**config.mk**
```make
export PLATFORM = sky130hd
export DESIGN_NAME = reset_cause_ctrl
export DESIGN_NICKNAME = d
export VERILOG_FILES = /design/src/rtl/rcc_pkg.sv /design/src/rtl/rcc_pin_sync.sv /design/src/rtl/rcc_event_classify.sv /design/src/rtl/rcc_startup_timer.sv /design/src/rtl/rcc_cause_flags.sv /design/src/rtl/reset_cause_ctrl.sv
export SDC_FILE = /design/constraint.sdc
export NUM_CORES = 1
export LEC_CHECK = 0
export ABC_AREA = 1
export CAP_MARGIN = 40
export CORE_MARGIN = 4
export CORE_UTILIZATION = 54
export DETAILED_ROUTE_END_ITERATION = 7
export PLACE_DENSITY = 0.76
export SLEW_MARGIN = 10
export SYNTH_ARGS = -nofsm -noshare
export SYNTH_HDL_FRONTEND = slang
export SYNTH_SLANG_ARGS = --single-unit
```
**constraint.sdc**
```tcl
create_clock -name clk -period 1.9 [get_ports clk]
set_input_delay 0.38 -clock clk [delete_from_list [all_inputs] [get_ports clk]]
set_output_delay 0.38 -clock clk [all_outputs]
set_load 0.02 [all_outputs]
```
**src/rtl/rcc_pkg.sv**
```systemverilog
package rcc_pkg;

  typedef enum logic [1:0] {
    WIN_IDLE = 2'd0,
    WIN_FULL = 2'd1,
    WIN_WARM = 2'd2
  } win_e;

  typedef enum logic [2:0] {
    EV_NONE     = 3'd0,
    EV_PIN_RUN  = 3'd1,
    EV_PIN_HALT = 3'd2,
    EV_WDT_RUN  = 3'd3,
    EV_WDT_HALT = 3'd4
  } ev_e;

  typedef struct packed {
    logic wdt;
    logic halt;
  } cause_t;

  // Flag update: a recognised event always beats the software clear.
  function automatic cause_t next_cause(ev_e ev, logic clr, cause_t cur);
    cause_t n;
    n = cur;
    case (ev)
      EV_PIN_RUN:  n = cur;
      EV_PIN_HALT: begin n.wdt = 1'b0; n.halt = 1'b1; end
      EV_WDT_RUN:  n.wdt = 1'b1;
      EV_WDT_HALT: begin n.wdt = 1'b1; n.halt = 1'b1; end
      default:     if (clr) n = '0;
    endcase
    return n;
  endfunction

  // Number of rising edges from pin release until the full reset drops.
  function automatic int unsigned release_edges(int unsigned stages, int unsigned win);
    return stages + win;
  endfunction

endpackage

```
**src/rtl/rcc_pin_sync.sv**
```systemverilog
module rcc_pin_sync #(
  parameter int unsigned STAGES = 2
) (
  input  logic clk,
  input  logic por_i,
  input  logic pin_n_i,
  output logic low_o,
  output logic fall_o
);
  logic [STAGES-1:0] chain;
  logic              low_q;

  generate
    if (STAGES == 1) begin : g_one
      always_ff @(posedge clk or posedge por_i) begin
        if (por_i) chain <= '1;
        else       chain <= pin_n_i;
      end
    end else begin : g_many
      always_ff @(posedge clk or posedge por_i) begin
        if (por_i) chain <= '1;
        else       chain <= {chain[STAGES-2:0], pin_n_i};
      end
    end
  endgenerate

  always_ff @(posedge clk or posedge por_i) begin
    if (por_i) low_q <= 1'b0;
    else       low_q <= low_o;
  end

  assign low_o  = ~chain[STAGES-1];
  assign fall_o = low_o & ~low_q;

  AST_FALL_SINGLE: assert property (@(posedge clk) disable iff (por_i)
    fall_o |=> !fall_o);

endmodule

```
**src/rtl/rcc_event_classify.sv**
```systemverilog
module rcc_event_classify
  import rcc_pkg::*;
(
  input  logic clk,
  input  logic por_i,
  input  logic pin_low_i,
  input  logic pin_fall_i,
  input  logic wdt_i,
  input  logic halted_i,
  input  logic win_idle_i,
  output ev_e  ev_o,
  output logic load_full_o,
  output logic load_warm_o,
  output logic wdt_dropped_o
);
  logic wdt_taken;

  always_comb begin
    wdt_taken     = wdt_i & win_idle_i & ~pin_low_i;
    wdt_dropped_o = wdt_i & ~wdt_taken;
    ev_o          = EV_NONE;
    if (pin_fall_i)     ev_o = halted_i ? EV_PIN_HALT : EV_PIN_RUN;
    else if (wdt_taken) ev_o = halted_i ? EV_WDT_HALT : EV_WDT_RUN;
    load_full_o = pin_low_i | (wdt_taken & ~halted_i);
    load_warm_o = wdt_taken & halted_i;
  end

  AST_LOADS_EXCLUSIVE: assert property (@(posedge clk) disable iff (por_i)
    !(load_full_o && load_warm_o));
  AST_BUSY_DROPS_WDT: assert property (@(posedge clk) disable iff (por_i)
    (wdt_i && !win_idle_i) |-> wdt_dropped_o);

endmodule

```
**src/rtl/rcc_startup_timer.sv**
```systemverilog
module rcc_startup_timer
  import rcc_pkg::*;
#(
  parameter int unsigned STARTUP_CYCLES = 1024
) (
  input  logic clk,
  input  logic por_i,
  input  logic load_full_i,
  input  logic load_warm_i,
  output win_e win_o
);
  localparam int unsigned CNT_W = $clog2(STARTUP_CYCLES + 1);

  logic [CNT_W-1:0] cnt;

  always_ff @(posedge clk or posedge por_i) begin
    if (por_i) begin
      win_o <= WIN_FULL;
      cnt   <= CNT_W'(STARTUP_CYCLES);
    end else if (load_full_i) begin
      win_o <= WIN_FULL;
      cnt   <= CNT_W'(STARTUP_CYCLES);
    end else if (load_warm_i) begin
      win_o <= WIN_WARM;
      cnt   <= CNT_W'(STARTUP_CYCLES);
    end else if (cnt != '0) begin
      cnt <= cnt - CNT_W'(1);
      if (cnt == CNT_W'(1)) win_o <= WIN_IDLE;
    end
  end

  AST_TIMER_STEP: assert property (@(posedge clk) disable iff (por_i)
    (cnt != '0 && !load_full_i && !load_warm_i) |=> cnt == $past(cnt) - CNT_W'(1));
  AST_FULL_LOAD: assert property (@(posedge clk) disable iff (por_i)
    load_full_i |=> (win_o == WIN_FULL && cnt == CNT_W'(STARTUP_CYCLES)));
  AST_WARM_LOAD: assert property (@(posedge clk) disable iff (por_i)
    load_warm_i |=> (win_o == WIN_WARM && cnt == CNT_W'(STARTUP_CYCLES)));

endmodule

```
**src/rtl/rcc_cause_flags.sv**
```systemverilog
module rcc_cause_flags
  import rcc_pkg::*;
(
  input  logic   clk,
  input  logic   por_i,
  input  ev_e    ev_i,
  input  logic   clr_i,
  output cause_t flags_o
);
  always_ff @(posedge clk or posedge por_i) begin
    if (por_i) flags_o <= '0;
    else       flags_o <= next_cause(ev_i, clr_i, flags_o);
  end

  AST_PIN_RUN_KEEPS: assert property (@(posedge clk) disable iff (por_i)
    (ev_i == EV_PIN_RUN) |=> $stable(flags_o));
  AST_PIN_HALT_SET: assert property (@(posedge clk) disable iff (por_i)
    (ev_i == EV_PIN_HALT) |=> (!flags_o.wdt && flags_o.halt));
  AST_WDT_RUN_SET: assert property (@(posedge clk) disable iff (por_i)
    (ev_i == EV_WDT_RUN) |=> (flags_o.wdt && flags_o.halt == $past(flags_o.halt)));
  AST_WDT_HALT_SET: assert property (@(posedge clk) disable iff (por_i)
    (ev_i == EV_WDT_HALT) |=> (flags_o.wdt && flags_o.halt));
  AST_CLEAR_ZERO: assert property (@(posedge clk) disable iff (por_i)
    (clr_i && ev_i == EV_NONE) |=> (flags_o == '0));

endmodule

```
**src/rtl/reset_cause_ctrl.sv**
```systemverilog
module reset_cause_ctrl
  import rcc_pkg::*;
#(
  parameter int unsigned STARTUP_CYCLES = 1024,
  parameter int unsigned SYNC_STAGES    = 2
) (
  input  logic clk,
  input  logic por_i,
  input  logic rst_pin_n_i,
  input  logic wdt_expire_i,
  input  logic halted_i,
  input  logic clr_flags_i,
  output logic chip_rst_o,
  output logic warm_rst_o,
  output logic wdt_flag_o,
  output logic halt_flag_o
);
  logic   pin_low;
  logic   pin_fall;
  ev_e    ev;
  logic   load_full;
  logic   load_warm;
  logic   wdt_dropped;
  win_e   win;
  cause_t flags;

  rcc_pin_sync #(.STAGES(SYNC_STAGES)) u_sync (
    .clk     (clk),
    .por_i   (por_i),
    .pin_n_i (rst_pin_n_i),
    .low_o   (pin_low),
    .fall_o  (pin_fall)
  );

  rcc_event_classify u_cls (
    .clk           (clk),
    .por_i         (por_i),
    .pin_low_i     (pin_low),
    .pin_fall_i    (pin_fall),
    .wdt_i         (wdt_expire_i),
    .halted_i      (halted_i),
    .win_idle_i    (win == WIN_IDLE),
    .ev_o          (ev),
    .load_full_o   (load_full),
    .load_warm_o   (load_warm),
    .wdt_dropped_o (wdt_dropped)
  );

  rcc_startup_timer #(.STARTUP_CYCLES(STARTUP_CYCLES)) u_tmr (
    .clk         (clk),
    .por_i       (por_i),
    .load_full_i (load_full),
    .load_warm_i (load_warm),
    .win_o       (win)
  );

  rcc_cause_flags u_flg (
    .clk     (clk),
    .por_i   (por_i),
    .ev_i    (ev),
    .clr_i   (clr_flags_i),
    .flags_o (flags)
  );

  assign chip_rst_o  = (win == WIN_FULL);
  assign warm_rst_o  = (win == WIN_WARM);
  assign wdt_flag_o  = flags.wdt;
  assign halt_flag_o = flags.halt;

  AST_NO_DUAL_RESET: assert property (@(posedge clk) disable iff (por_i)
    !(chip_rst_o && warm_rst_o));
  AST_PIN_HOLDS_FULL: assert property (@(posedge clk) disable iff (por_i)
    pin_low |=> chip_rst_o);
  AST_IGNORED_WDT: assert property (@(posedge clk) disable iff (por_i)
    (wdt_dropped && !pin_fall && !clr_flags_i) |=> ($stable(wdt_flag_o) && $stable(halt_flag_o)));
  AST_WARM_ONLY_HALTED: assert property (@(posedge clk) disable iff (por_i)
    ($rose(warm_rst_o)) |-> ($past(halted_i) && $past(wdt_expire_i)));

endmodule

```
==> results.toml, run 1 <==
[timing]
holdWs_ns = 0.3638
fin_ws_ns = 0.2145
rsz0062_at_grt = "no"
slew-limit-headroom_pct = 79.12
finalSetupViolCount = 0
worstMarginPinSlew_ns = 0.3125
tns_ns = 0
finalHoldViolations = 0
slew_viol_final = 0
period_share_pct = 88.71
max_freq_mhz = 593.3
skew_ns = 0.006535
layout_min_cycle_time_ns = 1.686

[pwr]
powerDensity_nw_per_um2 = 1105
leakage_nw = 0.5929
ir_drop_mv = 0.7264

[clocking]
clk_path_buf_depth = 2
ctsHtreeMaxLevel = 1
cts_made_buffers = 3
cts_sinks = 18
clk_latency_ns = 0.30
cts_hold_buf = 0
clk_pin_slew_ns = 0.10
tritoncts = "done"
cts_root_buf = "clkbuf_4"

[logic_synthesis]
yosysTopAreaCell = "dfrtp_1"
syn_area_um2 = 985.9
synth_fa_ha_area_share_pct = 2.538
synth_compound_area_share_pct = 9.010
avgSynthCellArea_um2 = 8.500
syn_inst = 116
synth.area.mux_share_pct = 0
ys_warn_count = 0
synth-simple-area-share_pct = 34.26
synth_commonest_cells = "27 x nand2_1, 18 x nor2_1, 14 x dfrtp_1, 14 x inv_1, 5 x a21oi_1"
synth_area_leaders = "dfrtp_1 36%, dfstp_2 11%, nand2_1 10%"
synthDistinctLibCells = 28
synth_edf_count = 0
yosysSeqAreaShare_pct = 46.19
synth_nets = 124
yosysMostFrequentCell = "nand2_1"
synth_top_family_by_area = "simple AND/OR/NAND/NOR gates"
async_flop_share_pct = 100.0
synth_xor_xnor_area_share_pct = 1.777
synth_seq_cells = 18
yosys.area.top_type_share_pct = 35.53
ys.flop_type = "dfrtp_1"

[drt]
drc = 0
drtIter0Drc = 22
wl_per_cell_um = 11.08
vias = 779
drt-vias-per-instance = 5.026
ant_nets = 0
routed_wl_mm = 1.717
dr.pass1.iters = 5

[critical_path]
cp_num_buf_inv = 2
critPathRequiredTime_ns = 1.52
crit_family = "flip-flops"
critPathLaunchType = "register"
crit_arrival_ns = 1.31
crit_path_cell_trace = "inv_1, nor2_1, dlygate4sd2_1"
crit_fanout = 4
critPathKind = "register to primary output"
slowest_delay_ns = 0.57
cp_slowest_cell = "dfstp_2"
critPathCaptureType = "primary output"

[global_route]
antenna_found_initial = 0
grt_max_degree = 19
track_usage_pct = 16.03
grt_pass1_vias = 706
gr-total-overflow = 0
grt_pass1_wl_mm = 3.098

[floorplanning]
start_util_pct = 57.10
rows = 15
die_w_um = 50.73
die_h_um = 50.73
die_area_um2 = 2574
core-area_um2 = 1727
pin_count = 10

[layout]
n_antenna_cell = 0
multi_input_area_um2 = 469.2
syn2layout_area_growth_pct = 16.88
stdcell_area_um2 = 1152
num-fill-cells = 153
instances_no_fill = 155
layout-drive-gt1-share_pct = 17.69
regArea_um2 = 455.4
final_nets = 139

[place]
dpl.hpwl_mm = 1.345
gp_congestion = 0.8713
post-place-ws_ns = 0.2553
io_buffers = 9
place_area_um2 = 1115
place_inst = 151

[run]
drv_cap = 0

[hold_path]
min_path_type = "register to register"

[status]
status = "complete, no violations"
stage by stage:
stage / util, % / power, mW
after global placement: 64.57 / 1.038
after detailed placement: 64.57 / 1.046
after CTS: 66.59 / 1.282
final: 66.74 / 1.273
after global routing: 66.74 / 1.382
after floorplan: - / 0.9384
report_power, final:
part | leakage, nW | total (mW) | internal, mW | switching (mW)
Combinational | 0.346 | 0.488 | 0.190 | 0.298
Sequential | 0.226 | 0.548 | 0.465 | 0.0829
Clock | 0.0210 | 0.237 | 0.117 | 0.120
per-layer routing:
metal | up-vias | routed length [µm] | track usage, %
li1 | 399 | - | -
met1 | 364 | 854 | 22.50
met2 | 12 | 775 | 23.70
met3 | 4 | 61 | 3.561
met4 | 0 | 26 | 6.726
met5 | - | 0 | 0
cell type report:
class | count | area share [%]
multi-input cells | 82 | 40.72
flip-flops and latches | 18 | 39.52
repair buffers | 10 | 8.578
inverters | 16 | 5.320
clock buffers | 4 | 3.149
well taps | 25 | 2.714
cell families after synthesis:
logic type | after synthesis
AOI/OAI and AO/OA | 14
and+or+nand+nor | 64
buffers and inverters | 16
adders and majority gates | 2
DFF | 18
xor gates and xnor gates | 2
sequential cells by signal, summed over array words and instances, names as in the netlist:
name and count:
u_tmr.win_o 2, u_sync.chain 2, u_tmr.cnt 11, u_flg.flags_o 2, u_sync.low_q 1
placed cells by master (no fill, tap or decap), types with 2 or more instances in the layout:
master / n
a21oi_1: 5
clkbuf_4: 3
clkdlybuf4s50_1: 7
dfrtp_1: 14
dfstp_2: 4
ha_1: 2
inv_1: 14
nand2_1: 27
nand2_2: 2
nand3_1: 4
nand4_1: 4
nor2_1: 18
nor3_2: 2
o21ai_0: 4
final timing paths:
path	start	end	slack (ns)	cells after the start
min in group asynchronous	por_i	u_tmr.cnt[8]$_DFFE_PP0P_	0.37	3
max in group asynchronous	por_i	u_sync.chain[1]$_DFF_PP1_	1.26	3
min	u_sync.chain[0]$_DFF_PP1_	u_sync.chain[1]$_DFF_PP1_	0.36	0
min reg2reg	u_sync.chain[0]$_DFF_PP1_	u_sync.chain[1]$_DFF_PP1_	0.36	0
max reg2reg	u_tmr.cnt[0]$_DFFE_PP0P_	u_tmr.cnt[1]$_DFFE_PP0P_	0.35	7
max	u_tmr.win_o[0]$_DFFE_PP1P_	chip_rst_o	0.21	3
what timing repair did:
item	in CTS	in global routing
gates resized for setup	1	1
endpoints found under the setup margin	1	1
setup buffers	0	0
No activity file was read; power rests on OpenSTA's default activity.
==> run 2, diff against run 1 <==
--- a/config.mk
+++ b/config.mk
@@ -14,4 +14,5 @@
 export SLEW_MARGIN = 10
 export SYNTH_ARGS = -nofsm -noshare
 export SYNTH_HDL_FRONTEND = slang
+export SYNTH_HIERARCHICAL = 1
 export SYNTH_SLANG_ARGS = --single-unit
==> run 2 against run 1 <==
  * Combinational power shrank 19%
  * Largest power group unchanged
  * Hold slack got worse by 0.080 ns
  * First-iteration DRC count rose by 23%
  * Critical path depth did not move
  * Sequential share of layout area is 0.59 points lower
  * Critical path type unchanged
  * Sequential power decreased by 5.8%
==> results.toml, run 2 <==
[timing]
layout_min_cycle_time_ns = 1.694
worstMarginPinSlew_ns = 0.4667
period_share_pct = 89.15
slew-limit-headroom_pct = 68.85
finalSetupViolCount = 0
slew_viol_final = 0
skew_ns = 0.002956
finalHoldViolations = 0
holdWs_ns = 0.2837
max_freq_mhz = 590.4
tns_ns = 0
fin_ws_ns = 0.2062
rsz0062_at_grt = "no"

[layout]
syn2layout_area_growth_pct = 16.44
final_common_cell = "nand2_1"
n_antenna_cell = 0
layout-drive-gt1-share_pct = 11.92
final_nets = 160
final_cell_mix = "30 x nand2_1, 29 x inv_1, 17 x nor2_1"
instances_no_fill = 176
largest_reg_flops = 11
largest-register = "u_tmr/cnt"

[floorplanning]
die_area_um2 = 2615
die_h_um = 51.14
core-area_um2 = 1745
die_w_um = 51.14
pin_count = 10
start_util_pct = 57.56
rows = 15

[global_route]
track_usage_pct = 16.86
use_met3_pct = 3.790
grt_max_degree = 14
gr-total-overflow = 0
grtUsageMet2_pct = 27.90
antenna_found_initial = 0
grt_pass1_wl_mm = 3.367
grt_pass1_vias = 835
top_usage_layer = "met2"
grt_util_met1_pct = 22.26

[clocking]
cts_made_buffers = 3
postCtsSetupBuffers = 0
clk_latency_ns = 0.29
clk_path_buf_depth = 2
cts_root_buf = "clkbuf_4"
cts_sinks = 18
tritoncts = "done"
clk_pin_slew_ns = 0.10
ctsHtreeMaxLevel = 1
cts_hold_buf = 0

[drt]
wl_per_cell_um = 10.35
ant_nets = 0
drt-vias-per-instance = 4.847
drtIter0Drc = 27
routed_wl_mm = 1.822
vias = 853
drc = 0
dr.pass1.iters = 4

[place]
place_inst = 172
io_buffers = 9
post-place-ws_ns = -0.1558
dpl.hpwl_mm = 1.394
gp_congestion = 0.8675

[critical_path]
reg2reg_from = "u_tmr/win_o[0]$_DFFE_PP1P_"
critPathRequiredTime_ns = 1.52
rr_worst_depth = 8
critPathLaunchType = "register"
critPathLaunch = "u_tmr/win_o[0]$_DFFE_PP1P_"
critPathKind = "register to primary output"
rr_endpoint = "u_tmr/win_o[0]$_DFFE_PP1P_"
critPathCaptureType = "primary output"
crit_fanout = 4
r2r_setup_slack_ns = 0.22
crit_arrival_ns = 1.31

[logic_synthesis]
ys_warn_count = 6
avgSynthCellArea_um2 = 7.281
syn_area_um2 = 1005
syn_inst = 138
synth_nets = 146

[pwr]
powerDensity_nw_per_um2 = 976.3
leakage_nw = 0.6258
p_total_mw = 1.142
ir_drop_mv = 0.6433

[status]
status = "complete, no violations"

[run]
drv_cap = 0

[hold_path]
min_path_type = "input port to asynchronous set/reset pin"
==> run 2: critical path, cell delays in order, from the launching register on <==
cell	delay (ns)
dfstp_2	0.57
inv_1	0.05
nor2_1	0.08
dlygate4sd2_1	0.33
==> run 2: repair_timing <==
action                                  in CTS  in global routing
pin swaps                                    0                  0
endpoints found under the setup margin       1                 10
cloned                                       0                  0
gates resized for setup                      1                  2
==> run 2: layout make-up <==
| class | instances | area, µm² |
|---|---|---|
| Clock buffer | 4 | 36.28 |
| Fill cell | 157 | 575.6 |
| Inverter | 30 | 112.6 |
| Multi-Input combinational cell | 89 | 435.4 |
| Sequential cell | 18 | 455.4 |
| Tap cell | 25 | 31.28 |
| Timing Repair Buffer | 10 | 98.84 |
==> run 2: through the flow <==
stage	instance area [µm²]	util, %
CTS	1165	66.74
floorplan	1005	-
finish	1170	67.03
global route	1170	67.03
detailed placement	1130	64.73
global placement	1130	64.73
==> run 2: how the worst max path moves through the flow <==
| stage | end | cells past startpoint |
|---|---|---|
| floorplan | u_tmr/cnt[3]$_DFFE_PP0P_ | 7 |
| global placement | u_tmr/win_o[1]$_DFFE_PP0P_ | 7 |
| detailed placement | u_tmr/win_o[0]$_DFFE_PP1P_ | 7 |
| CTS | u_tmr/win_o[0]$_DFFE_PP1P_ | 8 |
| global route | u_tmr/win_o[1]$_DFFE_PP0P_ | 8 |
| finish | chip_rst_o | 3 |
==> run 2: report_power, final <==
group | total (mW) | switching (mW) | internal [mW]
registers | 0.516 | 0.0591 | 0.457
clock network | 0.233 | 0.116 | 0.117
logic | 0.393 | 0.246 | 0.148
==> run 2: metal layers <==
metal  wire length [µm]  vias to the layer above  share of wire, %
met2                861                       11                47
met5                  0                        -                 0
met1                887                      391                49
met3                 65                        2               3.6
met4                  7                        0              0.38
li1                   -                      449                 -
